$ cat config.mk
export PLATFORM = sky130hd
export DESIGN_NAME = int_divider
export DESIGN_NICKNAME = d
export VERILOG_FILES = /design/src/rtl/div_pkg.sv /design/src/rtl/div_prep.sv /design/src/rtl/div_iter.sv /design/src/rtl/div_fix.sv /design/src/rtl/int_divider.sv
export SDC_FILE = /design/constraint.sdc
export NUM_CORES = 1
export LEC_CHECK = 0
export CAP_MARGIN = 20
export CORE_ASPECT_RATIO = 0.7
export CORE_MARGIN = 1
export CORE_UTILIZATION = 35
export CTS_BUF_LIST = sky130_fd_sc_hd__clkbuf_4
export CTS_CLUSTER_DIAMETER = 150
export CTS_CLUSTER_SIZE = 8
export DETAILED_ROUTE_END_ITERATION = 6
export REMOVE_ABC_BUFFERS = 1
export SYNTH_ARGS = -nofsm -noshare
export SYNTH_HDL_FRONTEND = slang
export SYNTH_SLANG_ARGS = --single-unit
$ cat constraint.sdc
create_clock -name clk -period 13.7 [get_ports clk]
set_input_delay 1.37 -clock clk [delete_from_list [all_inputs] [get_ports clk]]
set_output_delay 1.37 -clock clk [all_outputs]
set_load 0.1 [all_outputs]
$ cat src/rtl/div_pkg.sv
package div_pkg;
  typedef enum logic [1:0] {
    ST_IDLE,
    ST_CHECK,
    ST_RUN,
    ST_FIX
  } div_state_e;
endpackage

$ cat src/rtl/div_prep.sv
// Operand conditioning: magnitudes, result signs and the pre-iteration screen.
module div_prep #(
  parameter int W = 32
) (
  input  logic         signed_mode,
  input  logic [W-1:0] hi,
  input  logic [W-1:0] lo,
  input  logic [W-1:0] dvs,
  output logic [W-1:0] mag_hi,
  output logic [W-1:0] mag_lo,
  output logic [W-1:0] mag_dvs,
  output logic         q_neg,
  output logic         r_neg,
  output logic         pre_err
);
  localparam int DW = 2 * W;

  logic [DW-1:0] dvd_full;
  logic [DW-1:0] dvd_mag;
  logic          dvd_neg;
  logic          dvs_neg;

  always_comb begin
    dvd_full = {hi, lo};
    dvd_neg  = signed_mode & hi[W-1];
    dvs_neg  = signed_mode & dvs[W-1];
    dvd_mag  = dvd_neg ? -dvd_full : dvd_full;
    mag_dvs  = dvs_neg ? -dvs : dvs;
    mag_hi   = dvd_mag[DW-1:W];
    mag_lo   = dvd_mag[W-1:0];
    q_neg    = dvd_neg ^ dvs_neg;
    r_neg    = dvd_neg;
    // Quotient magnitude >= 2^W whenever upper magnitude reaches the divisor.
    pre_err  = (dvs == '0) | (mag_hi >= mag_dvs);
  end
endmodule

$ cat src/rtl/div_iter.sv
// Restoring division on magnitudes, one quotient bit per enabled cycle.
module div_iter #(
  parameter int W = 32
) (
  input  logic         clk,
  input  logic         rst,
  input  logic         load,
  input  logic         en,
  input  logic [W-1:0] in_hi,
  input  logic [W-1:0] in_lo,
  input  logic [W-1:0] in_dvs,
  output logic [W-1:0] mag_q,
  output logic [W-1:0] mag_r,
  output logic         last
);
  localparam int CW = (W > 1) ? $clog2(W) : 1;

  logic [W-1:0]  part_r;
  logic [W-1:0]  shift_q;
  logic [W-1:0]  dvs_q;
  logic [CW-1:0] cnt;
  logic [W:0]    trial;
  logic [W:0]    diff;
  logic          fits;

  always_comb begin
    trial = {part_r, shift_q[W-1]};
    diff  = trial - {1'b0, dvs_q};
    fits  = trial >= {1'b0, dvs_q};
    last  = (cnt == CW'(W - 1));
    mag_q = shift_q;
    mag_r = part_r;
  end

  always_ff @(posedge clk) begin
    if (rst) begin
      part_r  <= '0;
      shift_q <= '0;
      dvs_q   <= '0;
      cnt     <= '0;
    end else if (load) begin
      part_r  <= in_hi;
      shift_q <= in_lo;
      dvs_q   <= in_dvs;
      cnt     <= '0;
    end else if (en) begin
      part_r  <= fits ? diff[W-1:0] : trial[W-1:0];
      shift_q <= {shift_q[W-2:0], fits};
      cnt     <= cnt + CW'(1);
    end
  end

  // Partial remainder stays below the divisor throughout the iteration.
  p_partial_below_divisor_r1: assert property (@(posedge clk) disable iff (rst)
    en |-> (part_r < dvs_q));
endmodule

$ cat src/rtl/div_fix.sv
// Sign application and signed-range check on the finished magnitudes.
module div_fix #(
  parameter int W = 32
) (
  input  logic         signed_mode,
  input  logic         q_neg,
  input  logic         r_neg,
  input  logic [W-1:0] mag_q,
  input  logic [W-1:0] mag_r,
  output logic [W-1:0] quo,
  output logic [W-1:0] rmd,
  output logic         range_err
);
  localparam logic [W-1:0] HALF = {1'b1, {(W-1){1'b0}}};

  always_comb begin
    quo       = q_neg ? -mag_q : mag_q;
    rmd       = r_neg ? -mag_r : mag_r;
    range_err = signed_mode & (q_neg ? (mag_q > HALF) : (mag_q >= HALF));
  end
endmodule

$ cat src/rtl/int_divider.sv
module int_divider #(
  parameter int W = 32
) (
  input  logic         clk,
  input  logic         rst,
  input  logic         start,
  input  logic         signed_mode,
  input  logic [W-1:0] dvd_hi,
  input  logic [W-1:0] dvd_lo,
  input  logic [W-1:0] divisor,
  output logic         busy,
  output logic         done,
  output logic         div_err,
  output logic [W-1:0] quot,
  output logic [W-1:0] rem
);
  import div_pkg::*;

  div_state_e   state;
  logic [W-1:0] op_hi, op_lo, op_dvs;
  logic         op_sgn;
  logic [W-1:0] quot_q, rem_q;
  logic         done_q, err_q;

  logic [W-1:0] m_hi, m_lo, m_dvs;
  logic         q_neg, r_neg, pre_err;
  logic [W-1:0] it_q, it_r;
  logic         it_last;
  logic [W-1:0] f_q, f_r;
  logic         range_err;
  logic         core_load, core_en;

  div_prep #(.W(W)) u_prep (
    .signed_mode(op_sgn), .hi(op_hi), .lo(op_lo), .dvs(op_dvs),
    .mag_hi(m_hi), .mag_lo(m_lo), .mag_dvs(m_dvs),
    .q_neg(q_neg), .r_neg(r_neg), .pre_err(pre_err)
  );

  assign core_load = (state == ST_CHECK) && !pre_err;
  assign core_en   = (state == ST_RUN);

  div_iter #(.W(W)) u_iter (
    .clk(clk), .rst(rst), .load(core_load), .en(core_en),
    .in_hi(m_hi), .in_lo(m_lo), .in_dvs(m_dvs),
    .mag_q(it_q), .mag_r(it_r), .last(it_last)
  );

  div_fix #(.W(W)) u_fix (
    .signed_mode(op_sgn), .q_neg(q_neg), .r_neg(r_neg),
    .mag_q(it_q), .mag_r(it_r),
    .quo(f_q), .rmd(f_r), .range_err(range_err)
  );

  always_ff @(posedge clk) begin
    if (rst) begin
      state  <= ST_IDLE;
      op_hi  <= '0;
      op_lo  <= '0;
      op_dvs <= '0;
      op_sgn <= 1'b0;
      quot_q <= '0;
      rem_q  <= '0;
      done_q <= 1'b0;
      err_q  <= 1'b0;
    end else begin
      done_q <= 1'b0;
      err_q  <= 1'b0;
      unique case (state)
        ST_IDLE: if (start) begin
          op_hi  <= dvd_hi;
          op_lo  <= dvd_lo;
          op_dvs <= divisor;
          op_sgn <= signed_mode;
          state  <= ST_CHECK;
        end
        ST_CHECK: if (pre_err) begin
          done_q <= 1'b1;
          err_q  <= 1'b1;
          state  <= ST_IDLE;
        end else begin
          state <= ST_RUN;
        end
        ST_RUN: if (it_last) state <= ST_FIX;
        ST_FIX: begin
          done_q <= 1'b1;
          if (range_err) begin
            err_q <= 1'b1;
          end else begin
            quot_q <= f_q;
            rem_q  <= f_r;
          end
          state <= ST_IDLE;
        end
        default: state <= ST_IDLE;
      endcase
    end
  end

  assign busy    = (state != ST_IDLE);
  assign done    = done_q;
  assign div_err = err_q;
  assign quot    = quot_q;
  assign rem     = rem_q;

  p_busy_from_start_r8: assert property (@(posedge clk) disable iff (rst)
    $rose(busy) |-> $past(start));
  p_start_ignored_r8: assert property (@(posedge clk) disable iff (rst)
    (busy && start) |=> ($stable(op_hi) && $stable(op_lo) && $stable(op_dvs) && $stable(op_sgn)));
  p_done_pulse_r7: assert property (@(posedge clk) disable iff (rst)
    done |=> !done);
  p_err_holds_r6: assert property (@(posedge clk) disable iff (rst)
    (done && div_err) |-> ($stable(quot) && $stable(rem)));
  p_zero_divisor_r3: assert property (@(posedge clk) disable iff (rst)
    (done && (op_dvs == '0)) |-> div_err);
  p_unsigned_rem_r1: assert property (@(posedge clk) disable iff (rst)
    (done && !div_err && !op_sgn) |-> (rem < op_dvs));
  p_signed_rem_sign_r2: assert property (@(posedge clk) disable iff (rst)
    (done && !div_err && op_sgn && (rem != '0)) |-> (rem[W-1] == op_hi[W-1]));
endmodule

==> results.md <==
* Worst-Skew Late Latency at 0.75 ns
* Fin worst setup slack at 6.88 ns
* Crit-path cells: or4_1 > nor4_1 > and3b_1 > nand2_1 > o41ai_1 > nand2_1 > xnor2_1 > ha_1 > and4_1 > a221oi_1 > nor2_1 > nor4b_1 > nand3_2 > buf_4 > and3_1 > a221oi_1 > a21oi_1
* Share of the synthesized area in the top cell type at 34.2%
* TNS Setup at 0 ns
* Pleak at 6.43 nW
* Finished Cell Area at 18000 sq um
* Post-CTS Setup Inserts at 0
* Power consumption at 2.70 mW
* Seq pwr share at 34.5%
* Hold path endpoint: rem[29]
* Synth-to-layout area growth at 15.5%
* Nets at 2310
* Simple-Gate Fraction of Synth Area at 21.9%
* FF-to-FF End: u_iter.mag_r[14]
* Final Setup Violations at 0
* Post-synth EDFFs at 0
* Worst reg2reg path depth at 17
* RSZ-0062 raised after global routing: no
* Die width at 254 um
* CTS tree: yes
* Count leader, synth: nand2_1
* Clock root cell: clkbuf_4
* DRC Markers at 0
* Setup crit end kind: flop
* Ys flop type: dfxtp_1
* Mapped Area at 15600 sq um
* Crit path kind: flop to flop
* Largest net degree at the start of global routing at 98
* Top fanout value on the critical path at 35
* Final ANT Viol Nets at 0
* Worst Setup Start Kind: flop
* GR Overflow Total at 0
* Hold/Removal Path Class: flop to flop
* Placed inst area at 17700 sq um
* Routed WL at 51200 um
* Pre-CTS WS at 7.08 ns
* Die Area at 45400 sq um
* Crit path arrival time at 7.37 ns
* Dominant cells by area after synthesis: dfxtp_1 34%, nand2_1 8.2%, a21oi_1 7.0%, nor2_1 5.9%, ha_1 5.6%
* IO buf count at 166
* Cell taking the most area after synthesis: dfxtp_1
* Cell area power density at 150 nW/um^2
* Vias at 14900
* F_max at 0.147 GHz
* Synth Area in Compound Gates at 22.9%
* Detailed Place HPWL at 37600 um
* Ports at 167
* Period utilization at 49.8%
* Slowest stage delay, CP at 0.77 ns
* WP data required at 14.26 ns
* Post-synth top cells: 339 x nand2_1, 266 x dfxtp_1, 244 x nor2_1
* Multiplexer share of the synthesized area at 1.04%
* Status: finished, final reports clean
* Largest family of logic cells by synthesized area: compound AO/OA/AOI/OAI gates
* Reg2reg start: op_dvs[2]
* Final clock skew at 0.0604 ns
* Avg WL per Cell at 18.7 um
* Cell internal pwr at 1.49 mW
* Clk buf depth at 3
* Worst Min Path Start: rem[29]
* Filler cell count in the final layout at 4587
* Clk pin slew, worst setup/hold paths at 0.09 ns
* H-tree depth at 2
* Clock power frac at 17.2%
* Vias in the first global route at 13800
* Placer Congestion at 0.927
* Resized cells post-CTS at 0
* First-pass GRT wire length at 79000 um
* Fin crit period at 6.82 ns
* Core area at 43800 sq um
* Sw frac at 44.9%
* Slew margin rel. at 26.9%
* Post-synthesis area per instance at 7.62 sq um
* Maxcap violations at 0
* DR iter-0 viols at 1287
* TritonRoute pass-1 iters at 6
* Distinct cells, synth at 68
* Worst-Margin Slew at 1.09 ns
* Gr usage total at 22.3%
* CP bufs+invs at 1
* Max Slew Vio Count at 0
* Rows at 64
* Comb pwr share at 48.3%
* Synth Register Bits at 266
* Starting density of the core at 35.6%
* Clock sinks at 266
* Cts bufs inserted at 39
* Seq/Total Area, Yosys at 34.2%
* Psw at 1.21 mW
* Via density at 5.46
* Post-Synth XOR/XNOR Area at 9.77%
* Maximum VDD drop at 0.0000827 V
* Adder-Cell Fraction of Synth Area at 5.75%
* Synth warn at 0
* Share of cells above drive strength 1 at 4.16%
* Final Hold Fails at 0
* CTS Hold Bufs at 0
* CP top delay family: simple AND/OR/NAND/NOR gates
* Initial antenna violation count at 2
* CP max-delay cell: nor4_1
* Mapped Cells at 2045
* WHS Path Cells at 2
* Die height at 179 um
* Async S/R FF share, synth at 0%
* Reg2Reg Setup Slack at 6.88 ns
[power by group through the flow]
stage | logic, mW | registers, mW | clock network, mW
after global placement | 1.27 | 0.946 | 0
after floorplan | 0.871 | 0.956 | 0
after CTS | 1.28 | 0.930 | 0.484
final | 1.30 | 0.933 | 0.464
after global routing | 1.43 | 0.942 | 0.515
after detailed placement | 1.27 | 0.948 | 0
[area by class of cell]
type	instances	area [sq um]	area share [%]
clock buffer	39	293	1.63
inverter	57	214	1.19
antenna	1	2.50	0.0139
tap	594	743	4.13
multi-input combinational	1596	9610	53.3
clock inverter	3	68.8	0.382
timing repair buffer	179	1760	9.77
sequential	266	5330	29.6
[per-layer routing]
layer  track usage [%]  routed length, um
met1              32.4              24700
met3              3.30               3340
met2              34.4              22300
met5                 0                  0
met4              4.97                849
[worst max path at each step]
stage	from	to	slack, ns	depth (start not counted)
2_1_floorplan	op_lo[14]	u_iter.mag_r[12]	6.49	17
3_3_place_gp	op_dvs[2]	u_iter.mag_r[14]	7.35	17
3_5_place_dp	op_dvs[2]	u_iter.mag_r[14]	7.08	17
4_1_cts	op_dvs[2]	u_iter.mag_r[14]	7.01	17
5_1_grt	op_dvs[2]	u_iter.mag_r[14]	6.48	17
6_report	op_dvs[2]	u_iter.mag_r[14]	6.88	17
[sequential cells by signal, summed over array words and instances, names as in the netlist, named ones only]
name,flops
quot,32
u_iter.dvs_q,32
u_iter.mag_q,32
u_iter.cnt,5
rem,32
div_err,1
op_hi,32
op_sgn,1
op_lo,32
state,1
u_iter.mag_r,32
done,1
op_dvs,32
[cells in the final DEF (no fill, tap or decap), types with 12 or more instances in the layout]
cell	n
nand2_1	338
nand4_1	12
nand2b_1	12
or4_1	16
xor2_1	80
nor2_1	243
buf_4	13
o31ai_1	24
dfxtp_1	266
nor4_1	24
nand3_1	23
xnor2_1	94
o211ai_1	13
clkdlybuf4s50_1	165
a211oi_1	91
o21ai_0	81
a21oi_1	217
and3_1	12
nor3_1	38
ha_1	70
clkbuf_4	39
a221oi_1	27
inv_1	57
[cell families after synthesis]
logic type | count (synthesis)
simple gates | 779
compound gates | 557
flops | 266
buf+inv | 183
xor+xnor | 174
fa+ha+maj | 71
mux | 15
[stage by stage]
| stage | cells | utilization [%] | hold WS, ns |
|---|---|---|---|
| floorplan | 1919 | - | 0.434 |
| global placement | 2692 | 40.3 | 0.437 |
| detailed placement | 2692 | 40.3 | 0.443 |
| CTS | 2734 | 41.1 | 0.457 |
| global route | 2735 | 41.1 | 0.476 |
| finish | 2735 | 41.1 | 0.454 |
[worst reg2reg max path, stage by stage, from the launching register on]
cell	delay [ns]
dfxtp_1	0.35
or4_1	0.66
nor4_1	0.77
and3b_1	0.35
nand2_1	0.14
o41ai_1	0.75
nand2_1	0.14
xnor2_1	0.29
ha_1	0.30
and4_1	0.23
a221oi_1	0.29
nor2_1	0.07
nor4b_1	0.53
nand3_2	0.72
buf_4	0.50
and3_1	0.23
a221oi_1	0.21
a21oi_1	0.10
Power figures use the tool's default switching activity.
